File: src/rtl/bau_pkg.sv
package bau_pkg;
  localparam int DW      = 8;
  localparam int PTR_W   = 4;
  localparam int ADDR_W  = PTR_W + 1;
  localparam int NCH     = 2;

  typedef struct packed {
    logic          ch;
    logic          dc;
    logic [DW-1:0] d;
  } bau_pins_t;

  typedef struct packed {
    logic              ch;
    logic [ADDR_W-1:0] addr;
    logic [DW-1:0]     d;
  } bau_req_t;

  localparam logic [ADDR_W-1:0] DATA_ADDR = ADDR_W'(1) << PTR_W;
endpackage

File: src/rtl/bau_sync.sv
module bau_sync #(
  parameter int W = 1,
  parameter int STAGES = 2,
  parameter logic [W-1:0] RST = '0
) (
  input  logic         clk,
  input  logic         rst_n,
  input  logic [W-1:0] d,
  output logic [W-1:0] q
);
  logic [W-1:0] st [STAGES];

  always_ff @(posedge clk) begin
    if (!rst_n) begin
      for (int i = 0; i < STAGES; i++) st[i] <= RST;
    end else begin
      st[0] <= d;
      for (int i = 1; i < STAGES; i++) st[i] <= st[i-1];
    end
  end

  assign q = st[STAGES-1];
endmodule

File: src/rtl/bau_strobe.sv
module bau_strobe
  import bau_pkg::*;
(
  input  logic      clk,
  input  logic      rst_n,
  input  logic      ce_s,
  input  logic      wr_s,
  input  logic      rd_s,
  input  logic      iack_s,
  input  bau_pins_t pins_d,
  output logic      wr_done,
  output logic      rd_done,
  output bau_pins_t hold
);
  logic wr_q, rd_q, wr_ok, rd_ok;
  logic bus_ok;

  // cycle stays valid only while chip enable is low and no acknowledge
  assign bus_ok = !ce_s && iack_s;

  always_ff @(posedge clk) begin
    if (!rst_n) begin
      wr_q  <= 1'b1;
      rd_q  <= 1'b1;
      wr_ok <= 1'b0;
      rd_ok <= 1'b0;
      hold  <= '0;
    end else begin
      wr_q <= wr_s;
      rd_q <= rd_s;
      if (wr_q && !wr_s)  wr_ok <= bus_ok;
      else if (!wr_s)     wr_ok <= wr_ok && bus_ok;
      if (rd_q && !rd_s)  rd_ok <= bus_ok;
      else if (!rd_s)     rd_ok <= rd_ok && bus_ok;
      // keep the latest settled pins while a strobe is low
      if ((!wr_s || !rd_s) && bus_ok) hold <= pins_d;
    end
  end

  assign wr_done = !wr_q && wr_s && wr_ok && iack_s;
  assign rd_done = !rd_q && rd_s && rd_ok && iack_s;
endmodule

File: src/rtl/bau_ptr_bank.sv
module bau_ptr_bank
  import bau_pkg::*;
(
  input  logic             clk,
  input  logic             rst_n,
  input  logic [NCH-1:0]   load_vec,
  input  logic [PTR_W-1:0] load_val,
  input  logic [NCH-1:0]   clr_vec,
  output logic [PTR_W-1:0] ptr [NCH]
);
  for (genvar c = 0; c < NCH; c++) begin : g_ch
    always_ff @(posedge clk) begin
      if (!rst_n)           ptr[c] <= '0;
      else if (clr_vec[c])  ptr[c] <= '0;
      else if (load_vec[c]) ptr[c] <= load_val;
    end
  end
endmodule

File: src/rtl/bus_access_unit.sv
module bus_access_unit
  import bau_pkg::*;
#(
  parameter int SYNC_STAGES = 2
) (
  input  logic              clk,
  input  logic              rst_n,
  input  logic              ce_n,
  input  logic              wr_n,
  input  logic              rd_n,
  input  logic              iack_n,
  input  logic              chan_sel,
  input  logic              dc_sel,
  input  logic [DW-1:0]     din,
  output logic [DW-1:0]     dout,
  output logic              doe,
  input  logic [DW-1:0]     vec,
  output logic              wr_valid,
  input  logic              wr_ready,
  output logic              wr_chan,
  output logic [ADDR_W-1:0] wr_addr,
  output logic [DW-1:0]     wr_data,
  output logic [ADDR_W-1:0] rd_addr,
  input  logic [DW-1:0]     rd_data_a,
  input  logic [DW-1:0]     rd_data_b
);
  localparam int PIN_W = $bits(bau_pins_t);

  logic [3:0]       strb_s;
  logic             ce_s, wr_s, rd_s, iack_s;
  bau_pins_t        pins_raw, pins_d, hold;
  logic             wr_done, rd_done;
  logic [PTR_W-1:0] ptr_q [NCH];
  logic [PTR_W-1:0] cur_ptr;
  logic             pend, take, issue, load_en, wclr, rclr;
  bau_req_t         req;
  logic [NCH-1:0]   load_vec, clr_vec;

  bau_sync #(.W(4), .STAGES(SYNC_STAGES), .RST(4'hF)) u_strb_sync (
    .clk(clk), .rst_n(rst_n),
    .d({ce_n, wr_n, rd_n, iack_n}), .q(strb_s)
  );
  assign {ce_s, wr_s, rd_s, iack_s} = strb_s;

  // pins delayed by the same depth so they line up with the strobes
  assign pins_raw = '{ch: chan_sel, dc: dc_sel, d: din};
  bau_sync #(.W(PIN_W), .STAGES(SYNC_STAGES), .RST('0)) u_pin_dly (
    .clk(clk), .rst_n(rst_n), .d(pins_raw), .q(pins_d)
  );

  bau_strobe u_strobe (
    .clk(clk), .rst_n(rst_n),
    .ce_s(ce_s), .wr_s(wr_s), .rd_s(rd_s), .iack_s(iack_s),
    .pins_d(pins_d), .wr_done(wr_done), .rd_done(rd_done), .hold(hold)
  );

  assign cur_ptr = ptr_q[hold.ch];
  assign take    = wr_done && !pend;
  assign load_en = take && !hold.dc && (cur_ptr == '0);
  assign issue   = take && (hold.dc || (cur_ptr != '0));
  assign wclr    = pend && wr_ready && !req.addr[PTR_W];
  assign rclr    = rd_done && !hold.dc;

  for (genvar c = 0; c < NCH; c++) begin : g_ctl
    assign load_vec[c] = load_en && (hold.ch == c[0]);
    assign clr_vec[c]  = (wclr && (req.ch == c[0])) || (rclr && (hold.ch == c[0]));
  end

  bau_ptr_bank u_ptrs (
    .clk(clk), .rst_n(rst_n),
    .load_vec(load_vec), .load_val(hold.d[PTR_W-1:0]),
    .clr_vec(clr_vec), .ptr(ptr_q)
  );

  always_ff @(posedge clk) begin
    if (!rst_n) begin
      pend <= 1'b0;
      req  <= '0;
    end else if (issue) begin
      pend     <= 1'b1;
      req.ch   <= hold.ch;
      req.addr <= hold.dc ? DATA_ADDR : {1'b0, cur_ptr};
      req.d    <= hold.d;
    end else if (pend && wr_ready) begin
      pend <= 1'b0;
    end
  end

  assign wr_valid = pend;
  assign wr_chan  = req.ch;
  assign wr_addr  = req.addr;
  assign wr_data  = req.d;

  assign rd_addr = dc_sel ? DATA_ADDR : {1'b0, ptr_q[chan_sel]};

  always_comb begin
    if (!iack_s) begin
      doe  = !rd_s;
      dout = vec;
    end else begin
      doe  = !rd_s && !ce_s;
      dout = chan_sel ? rd_data_b : rd_data_a;
    end
  end
endmodule

File: config.mk
export PLATFORM = sky130hd
export DESIGN_NAME = bus_access_unit
export DESIGN_NICKNAME = d
export VERILOG_FILES = /design/src/rtl/bau_pkg.sv /design/src/rtl/bau_sync.sv /design/src/rtl/bau_strobe.sv /design/src/rtl/bau_ptr_bank.sv /design/src/rtl/bus_access_unit.sv
export SDC_FILE = /design/constraint.sdc
export NUM_CORES = 1
export LEC_CHECK = 0
export BUFFER_PORTS_ARGS = -buffer_cell sky130_fd_sc_hd__buf_2
export CORE_MARGIN = 2
export CORE_UTILIZATION = 56
export DETAILED_ROUTE_END_ITERATION = 16
export PLACE_DENSITY_LB_ADDON = 0.1
export SLEW_MARGIN = 20
export SYNTH_ARGS = -nofsm -noshare
export SYNTH_HDL_FRONTEND = slang
export SYNTH_HIERARCHICAL = 1
export SYNTH_SLANG_ARGS = --single-unit
export TNS_END_PERCENT = 20
File: constraint.sdc
create_clock -name clk -period 4.7 [get_ports clk]
set_input_delay 0.94 -clock clk [delete_from_list [all_inputs] [get_ports clk]]
set_output_delay 0.94 -clock clk [all_outputs]
set_load 0.1 [all_outputs]
==> impl_metrics.toml, run 1 <==
[die]
num_rows = 25
core_region_area_um2 = 4660
ios = 70
fp.dieArea_um2 = 5360
fp.dieW_um = 73.2
start_util_pct = 57.5
die_h_um = 73.2

[synth]
synthAdderAreaFrac_pct = 0
synth_cell_types = 29
synth_compound_area_share_pct = 5.79
ys_ff_latch = 65
synth_most_common_cell = "dfxtp_1"
syn_nets = 319
netlist_area_um2 = 2680
synth_top_cell_area_share_pct = 48.6
yosysWarnings = 6
synth_flop_cell = "dfxtp_1"
synthXorXnorAreaFrac_pct = 0
async_flop_share_pct = 0
synthTopCellsByArea = "dfxtp_1 (49%), mux2i_1 (16%), nand2_1 (6.7%), buf_4 (4.2%), nor2_1 (3.2%)"
synth-simple-area-share_pct = 20.5
synth.mux.area_fraction_pct = 16.4
synth.avg_cell_area_um2 = 9.64
yosys-top-cells-count = "dfxtp_1 (65), nand2_1 (48), mux2i_1 (44), nor2_1 (23), buf_4 (15)"
synth-seq-area-share_pct = 48.6
synth_top_family_by_area = "simple AND/OR/NAND/NOR gates"
synth_edf_count = 0
netlist_instances = 278
yosysTopAreaCell = "dfxtp_1"

[critical_path]
cpPeakStageDelay_ns = 0.44
crit_family = "buffers and inverters"
cp.required_ns = 3.76
crit_buf_inv = 2
critical_path.slowest_cell = "buf_2"
crit_path_frequent_cell = "buf_2"
crit_chain = "buf_2, mux2i_1, a21oi_1, buf_2"
cp-start-kind = "input port"
path_class = "input port to primary output"
cp.arrival_ns = 1.98
path_max_fanout = 13
crit_path_end_kind = "primary output"

[clock_network]
ctsHoldBuffers = 0
cts_resized = 0
clock-sinks = 65
path_clk_slew_ns = 0.06
cts_tree = "yes"
clock_latency_ns = 0.33
cts_setup_buffers = 0
clockBufferDepth = 2
h-tree-depth = 3
clk_root_buffer_cell = "clkbuf_8"
cts_made_buffers = 9

[sta]
tightest_slew_ns = 0.941
period_needed_ns = 2.92
rsz0062_at_grt = "no"
finalMaxSlewViolations = 0
max_slew_margin_pct = 36.7
setup_viol = 0
finClkSkew_ns = 0.00970
layout_setup_ws_ns = 1.78
final_hold_viol_count = 0
post-route-period-util_pct = 62.2
tns_ns = 0
max_freq_mhz = 342

[pwr]
p_seq_share_pct = 45.2
p_leak_uw = 0.00134
power_frac_clock_pct = 45.8
power_switching_uw = 282
switching_share_pct = 22.4
ir_drop_uv = 242
p_per_area_nw_per_um2 = 402
internal-power_uw = 979
comb_power_share_pct = 9.1

[grt]
grt_max_degree = 53
grt_pass1_vias = 1639
grt_overflow = 0
grt_use_total_pct = 18.3
antenna_found_initial = 0
grt_pass1_wl_um = 7350

[placed_design]
dp.cells = 372
io_buffer_count = 69
place_ws_ns = 1.77
place_hpwl_um = 3110
globalplace.congestion = 0.853

[detailed_routing]
ant_nets = 0
wl_per_cell_um = 11.8
drt_iter0_markers = 106
vias_per_cell = 4.97
totalWireLength_um = 4560
drc = 0
drtPass1Iterations = 4
num_vias = 1928

[final_layout]
final_core_util_pct = 67.4
finalNonFillerCells = 388
antenna-diode-count = 0
fin_nets = 370
syn_to_final_growth_pct = 17.2
drive_gt1_share_pct = 30.5

[job]
cap_violations = 0

[outcome]
status = "finished clean"

[hold_path]
min_path_type = "flip-flop to flip-flop"
-- stage by stage --
stage          hold slack (ns)  power [µW]  cell area, µm²
2_1_floorplan            0.386         676            2680
3_3_place_gp             0.388         696            2890
3_5_place_dp             0.393         697            2890
4_1_cts                  0.408        1280            3140
5_1_grt                  0.417        1320            3140
6_report                 0.406        1260            3140
-- layer usage --
| layer | GRT usage, % | routed length, µm | vias up |
|---|---|---|---|
| li1 | - | - | 1004 |
| met1 | 24.0 | 2160 | 868 |
| met2 | 27.3 | 2110 | 44 |
| met3 | 6.63 | 211 | 12 |
| met4 | 7.41 | 87 | 0 |
| met5 | 0 | 0 | - |
-- power by group through the flow --
| stage | clock network (µW) | logic, µW | registers, µW |
|---|---|---|---|
| final | 578 | 114 | 570 |
| after global routing | 624 | 122 | 571 |
| after CTS | 592 | 115 | 570 |
| after detailed placement | 0 | 115 | 582 |
| after global placement | 0 | 114 | 582 |
| after floorplan | 0 | 98.2 | 578 |
-- placed cells by master (no fill, tap or decap), drive strengths merged, types with 3 or more instances in the layout --
master,n
o22ai,4
nand2,48
nand2b,9
bufinv,3
dfxtp,65
inv,5
mux2i,44
buf,70
nor2,23
o21ai,3
and2,20
a21oi,12
clkbuf,12
-- cell type report --
type | instances | area, µm²
multi-input cells | 178 | 1150
clock buffers | 12 | 155
clock inverters | 4 | 98.8
inverters | 5 | 18.8
repair buffers | 70 | 353
flip-flops and latches | 65 | 1300
well taps | 54 | 67.6
fillers | 373 | 1520
-- cells by family after synthesis --
logic type	count (synthesis)
AO/OA/AOI/OAI	24
buffers and inverters	35
AND/OR/NAND/NOR	110
multiplexers	44
flip-flops	65
-- state kept, by name, summed over array words and instances (netlist names) --
name	cells
u_strb_sync/st	8
wr_data	8
u_pin_dly/st	20
wr_valid	1
u_ptrs/ptr	8
u_strobe/rd_q	1
wr_addr	5
wr_chan	1
u_strobe/hold	10
u_strobe/wr_ok	1
u_strobe/rd_ok	1
u_strobe/wr_q	1
-- path summary, 6_finish.rpt --
| check | from | end | slack (ns) | cells after the start |
|---|---|---|---|---|
| worst min register to register | u_strb_sync/st[0][3] | u_strb_sync/st[0][7] | 0.41 | 1 |
| worst min-delay path | u_strb_sync/st[0][3] | u_strb_sync/st[0][7] | 0.41 | 1 |
| worst max register to register | u_strb_sync/st[0][4] | u_ptrs/ptr[6] | 2.22 | 5 |
| worst max-delay path | chan_sel | dout[2] | 1.78 | 4 |
(Power assumes the default switching activity.)
==> inputs of run 2 (changes only) <==
--- a/config.mk
+++ b/config.mk
@@ -5,9 +5,10 @@
 export SDC_FILE = /design/constraint.sdc
 export NUM_CORES = 1
 export LEC_CHECK = 0
+export ABC_AREA = 1
 export BUFFER_PORTS_ARGS = -buffer_cell sky130_fd_sc_hd__buf_2
 export CORE_MARGIN = 2
-export CORE_UTILIZATION = 56
+export CORE_UTILIZATION = 48
 export DETAILED_ROUTE_END_ITERATION = 16
 export PLACE_DENSITY_LB_ADDON = 0.1
 export SLEW_MARGIN = 20
==> constraint.sdc (replaced) <==
create_clock -name clk -period 2.59 [get_ports clk]
set_input_delay 0.518 -clock clk [delete_from_list [all_inputs] [get_ports clk]]
set_output_delay 0.518 -clock clk [all_outputs]
set_load 0.1 [all_outputs]
==> impl_metrics.toml, run 2 <==
[outcome]
status = "finished clean"

[die]
fp.dieArea_um2 = 6610
ios = 70
num_rows = 28
start_util_pct = 49.0
die_h_um = 81.3
fp.dieW_um = 81.3
core_region_area_um2 = 5850

[critical_path]
r2r-end = "u_ptrs/ptr[1]"
critical_path.slowest_cell = "dfxtp_1"
path_max_fanout = 18
cp-endpoint = "dout[3]"
cp.required_ns = 2.07
r2r_slack_ns = 0.58
crit_path_end_kind = "primary output"
cp.arrival_ns = 1.76
path_class = "flip-flop to primary output"
cpPeakStageDelay_ns = 0.71
worstRegToRegCells = 9
reg2reg_from = "u_strb_sync/st[0][4]"
crit_chain = "nor2_1, a31oi_2, buf_2"
critPathLaunch = "u_strb_sync/st[0][4]"
cp-start-kind = "flip-flop"

[sta]
max_slew_margin_pct = 49.7
post-route-period-util_pct = 88.0
layout_setup_ws_ns = 0.311
max_freq_mhz = 439
tightest_slew_ns = 0.755
period_needed_ns = 2.28
finalMaxSlewViolations = 0
final_hold_viol_count = 0
finClkSkew_ns = 0.00913
rsz0062_at_grt = "no"
setup_viol = 0

[detailed_routing]
wl_per_cell_um = 10.5
met3RoutedLength_um = 245
drt_iter0_markers = 76
wl_met2_um = 2480
num_vias = 2392
vias_per_cell = 4.50
drc = 0
totalWireLength_um = 5580
ant_nets = 0
wl_met1_um = 2820
top_layer = "met4"
drtPass1Iterations = 5

[final_layout]
multi_input_area_um2 = 1120
regArea_um2 = 1300
syn_to_final_growth_pct = 14.8
largest_reg_flops = 20
final_common_cell = "nand2_1"
finalInstanceArea_um2 = 3290
reg.largest.list = "u_pin_dly/st x20, u_strobe/hold x10"
fillers = 581
fin_nets = 493
regMostFlops = "u_pin_dly/st"
drive_gt1_share_pct = 24.6
final_cell_mix = "nand2_1 (117), buf_2 (69), dfxtp_1 (65), inv_1 (51)"
antenna-diode-count = 0

[synth]
yosys-top-cells-count = "nand2_1 (117), dfxtp_1 (65), inv_1 (51), a21oi_1 (39), nor2_1 (39)"
synth_cell_types = 22
synth_most_common_cell = "nand2_1"
yosysTopAreaCell = "dfxtp_1"
synthTopCellsByArea = "dfxtp_1 (45%), nand2_1 (15%), a21oi_1 (6.8%), inv_1 (6.7%), nor2_1 (5.1%)"
synth.avg_cell_area_um2 = 7.15
synth_top_cell_area_share_pct = 45.4
netlist_area_um2 = 2870
synth_edf_count = 0
synth_flop_cell = "dfxtp_1"
netlist_instances = 401
syn_nets = 442
async_flop_share_pct = 0
ys_ff_latch = 65
yosysWarnings = 6
synth-seq-area-share_pct = 45.4

[pwr]
internal-power_uw = 1520
p_leak_uw = 0.00163
ir_drop_uv = 362
comb_power_share_pct = 11.5
power_frac_clock_pct = 38.6
power_switching_uw = 561
switching_share_pct = 27.0
power_uw = 2080
p_per_area_nw_per_um2 = 632
p_seq_share_pct = 49.9

[job]
cap_violations = 0

[grt]
grt_use_total_pct = 18.0
grt_overflow = 0
grt_pass1_wl_um = 9280
grt_pass1_vias = 2144
antenna_found_initial = 0
grt_max_degree = 42

[clock_network]
ctsHoldBuffers = 0
cts_setup_buffers = 0
clockBufferDepth = 2
cts_resized = 0
cts_made_buffers = 9
clock_latency_ns = 0.33
clock-sinks = 65
path_clk_slew_ns = 0.06
clk_root_buffer_cell = "clkbuf_8"
h-tree-depth = 3
cts_tree = "yes"

[placed_design]
place_hpwl_um = 3790
place_ws_ns = 0.514
placed_cell_area_um2 = 3110
globalplace.congestion = 0.854
io_buffer_count = 69

[hold_path]
min_path_type = "input port to flip-flop"
## run 2: cell count changes after synthesis, sizes merged, moves of 9 or more
cell	change
a21oi	+27
and2	-20
inv	+53
mux2i	-44
nand2	+73
nand2b	-9
nand3	+27
nor2	+19
## run 2: cell type report
class / count / area share [%]
Sequential cell: 65 / 39.5
Multi-Input combinational cell: 245 / 34.1
Timing Repair Buffer: 73 / 11.4
Inverter: 58 / 6.61
Clock buffer: 9 / 3.76
Tap cell: 75 / 2.85
Clock inverter: 6 / 1.82
## run 2: worst min path at each step
stage | cells past startpoint | start | slack, ns | to
floorplan | 2 | u_strb_sync/st[0][0] | 0.38 | u_strb_sync/st[0][4]
global placement | 2 | u_strb_sync/st[0][0] | 0.38 | u_strb_sync/st[0][4]
detailed placement | 2 | u_strb_sync/st[0][1] | 0.39 | u_strb_sync/st[0][5]
CTS | 3 | ce_n | 0.35 | u_strb_sync/st[0][3]
global route | 3 | din[4] | 0.36 | u_pin_dly/st[0][4]
finish | 3 | ce_n | 0.36 | u_strb_sync/st[0][3]
## run 2: routing by layer
metal  vias up  global-route usage, %
met1      1028                   23.7
met3         2                   3.78
li1       1314                      -
met2        48                   28.6
met5         -                      0
met4         0                   7.12
## run 2: power by group through the flow
stage	combinational (µW)	sequential (µW)	clock (µW)
detailed placement	241	1060	0
floorplan	206	1060	0
finish	240	1040	803
global placement	239	1060	0
global route	261	1040	870
CTS	241	1040	828
## run 2: cell families (layout without fill, tap and decap cells)
group / Yosys count / count (layout) / synth area share, %
AND/OR/NAND/NOR: 193 / 193 / 29.1
buffers and inverters: 91 / 146 / 16.0
flip-flops: 65 / 65 / 45.4
AO/OA/AOI/OAI: 52 / 52 / 9.55
## run 2: through the flow
stage | hold slack, ns | util, % | TNS [ns] | cells
2_1_floorplan | 0.380 | - | -3.72 | 401
3_3_place_gp | 0.383 | 53.2 | 0 | 516
3_5_place_dp | 0.385 | 53.2 | 0 | 516
4_1_cts | 0.350 | 56.3 | 0 | 531
5_1_grt | 0.362 | 56.3 | 0 | 531
6_report | 0.364 | 56.3 | 0 | 531
## run 2: worst max-delay path: cells and delay by family, from the launching register on
| kind | cells | cell delay (ns) |
|---|---|---|
| flops | 1 | 0.71 |
| buf+inv | 1 | 0.44 |
| compound gates | 1 | 0.15 |
| simple gates | 1 | 0.13 |
==> inputs of run 3 (changes only) <==
--- a/config.mk
+++ b/config.mk
@@ -7,8 +7,10 @@
 export LEC_CHECK = 0
 export ABC_AREA = 1
 export BUFFER_PORTS_ARGS = -buffer_cell sky130_fd_sc_hd__buf_2
+export CELL_PAD_IN_SITES_DETAIL_PLACEMENT = 1
+export CELL_PAD_IN_SITES_GLOBAL_PLACEMENT = 1
 export CORE_MARGIN = 2
-export CORE_UTILIZATION = 48
+export CORE_UTILIZATION = 34
 export DETAILED_ROUTE_END_ITERATION = 16
 export PLACE_DENSITY_LB_ADDON = 0.1
 export SLEW_MARGIN = 20
==> impl_metrics.toml, run 3 (synthesis results as in run 2) <==
[outcome]
status = "finished clean"

[clock_network]
clk_root_buffer_cell = "clkbuf_8"
path_clk_slew_ns = 0.07
clock-sinks = 65
cts_tree = "yes"
clock_latency_ns = 0.34
clockBufferDepth = 2
ctsHoldBuffers = 0
cts_resized = 0
cts_made_buffers = 9
cts_setup_buffers = 0
h-tree-depth = 3

[job]
cap_violations = 0

[grt]
grt_use_total_pct = 16.2
grt_overflow = 0
antenna_found_initial = 0
grt_max_degree = 30
grt_pass1_wl_um = 11500
grt_pass1_vias = 2514

[sta]
post-route-period-util_pct = 90.4
finClkSkew_ns = 0.00997
tightest_slew_ns = 0.649
rsz0062_at_grt = "no"
final_hold_viol_count = 0
max_freq_mhz = 427
max_slew_margin_pct = 56.7
period_needed_ns = 2.34
finalMaxSlewViolations = 0
tns_ns = 0
fin_hold_ws_ns = 0.356
setup_viol = 0

[die]
core_region_area_um2 = 8220
num_rows = 33
die_h_um = 95.9
ios = 70
fp.dieArea_um2 = 9190
fp.dieW_um = 95.9
start_util_pct = 34.9

[detailed_routing]
drc = 0
vias_per_cell = 4.44
drt_iter0_markers = 66
ant_nets = 0
totalWireLength_um = 6640
drtPass1Iterations = 3
wl_per_cell_um = 11.9
num_vias = 2487

[pwr]
p_leak_uw = 0.00164
power_uw = 2200
p_per_area_nw_per_um2 = 657
ir_drop_uv = 297

[critical_path]
crit_buf_inv = 1
crit_chain = "nor2_1, a31oi_1, buf_2"
crit_family = "flip-flops"
cp.required_ns = 2.07
path_max_fanout = 18
crit_cells = 3
critical_path.slowest_cell = "dfxtp_1"
path_class = "flip-flop to primary output"
cpPeakStageDelay_ns = 0.74
cp-start-kind = "flip-flop"
worstRegToRegCells = 9
cp.arrival_ns = 1.82
crit_path_end_kind = "primary output"

[hold_path]
min_path_type = "input port to flip-flop"
hold_depth = 3

[placed_design]
place_hpwl_um = 4760
io_buffer_count = 69
dp.cells = 545
globalplace.congestion = 0.742

[final_layout]
final_cell_mix = "nand2_1 (117), buf_2 (69), dfxtp_1 (65), inv_1 (51)"
final_common_cell = "nand2_1"
antenna-diode-count = 0
drive_gt1_share_pct = 24.4
regMostFlops = "u_pin_dly/st"
finalNonFillerCells = 560
fin_nets = 492
syn_to_final_growth_pct = 16.7
largest_reg_flops = 20
reg.largest.list = "u_pin_dly/st x20, u_strobe/hold x10"
run 3: cell type report:
| class | instances | area [µm²] |
|---|---|---|
| clock buffers | 9 | 124 |
| clock inverters | 6 | 83.8 |
| fillers | 1085 | 4870 |
| inverters | 58 | 218 |
| multi-input cells | 245 | 1120 |
| flip-flops and latches | 65 | 1300 |
| well taps | 105 | 131 |
| repair buffers | 72 | 368 |
run 3: final timing paths:
| kind | from | endpoint | slack (ns) |
|---|---|---|---|
| worst max-delay path | u_strb_sync/st[0][4] | dout[6] | 0.25 |
| worst min-delay path | ce_n | u_strb_sync/st[0][3] | 0.36 |
| worst max register to register | u_strb_sync/st[0][4] | u_ptrs/ptr[3] | 0.60 |
| worst min register to register | u_strb_sync/st[0][2] | u_strb_sync/st[0][6] | 0.41 |
run 3: power breakdown:
part | switching, µW | internal (µW) | leakage [µW]
Combinational | 180 | 61.3 | 0.00100
Sequential | 15.0 | 1030 | 0.000531
Clock | 385 | 533 | 0.000109
run 3: stage by stage:
| step | setup slack, ns | utilization (%) | cell area, µm² |
|---|---|---|---|
| floorplan | -0.447 | - | 2880 |
| global placement | 0.526 | 38.2 | 3140 |
| detailed placement | 0.472 | 38.2 | 3140 |
| CTS | 0.231 | 40.7 | 3350 |
| global route | 0.120 | 40.7 | 3350 |
| finish | 0.250 | 40.7 | 3350 |
run 3: worst reg2reg max path, delay by kind of cell, from the launching register on:
kind | cells | cell delay [ns]
flops | 1 | 0.74
buf+inv | 3 | 0.30
simple gates | 5 | 0.81
compound gates | 1 | 0.06
run 3: routing by layer:
layer  up-vias  track usage (%)  wire length, µm
met2        39             25.9             3100
met4         0             7.74              143
met5         -                0                0
li1       1311                -                -
met3        13             3.52              214
met1      1124             20.7             3180
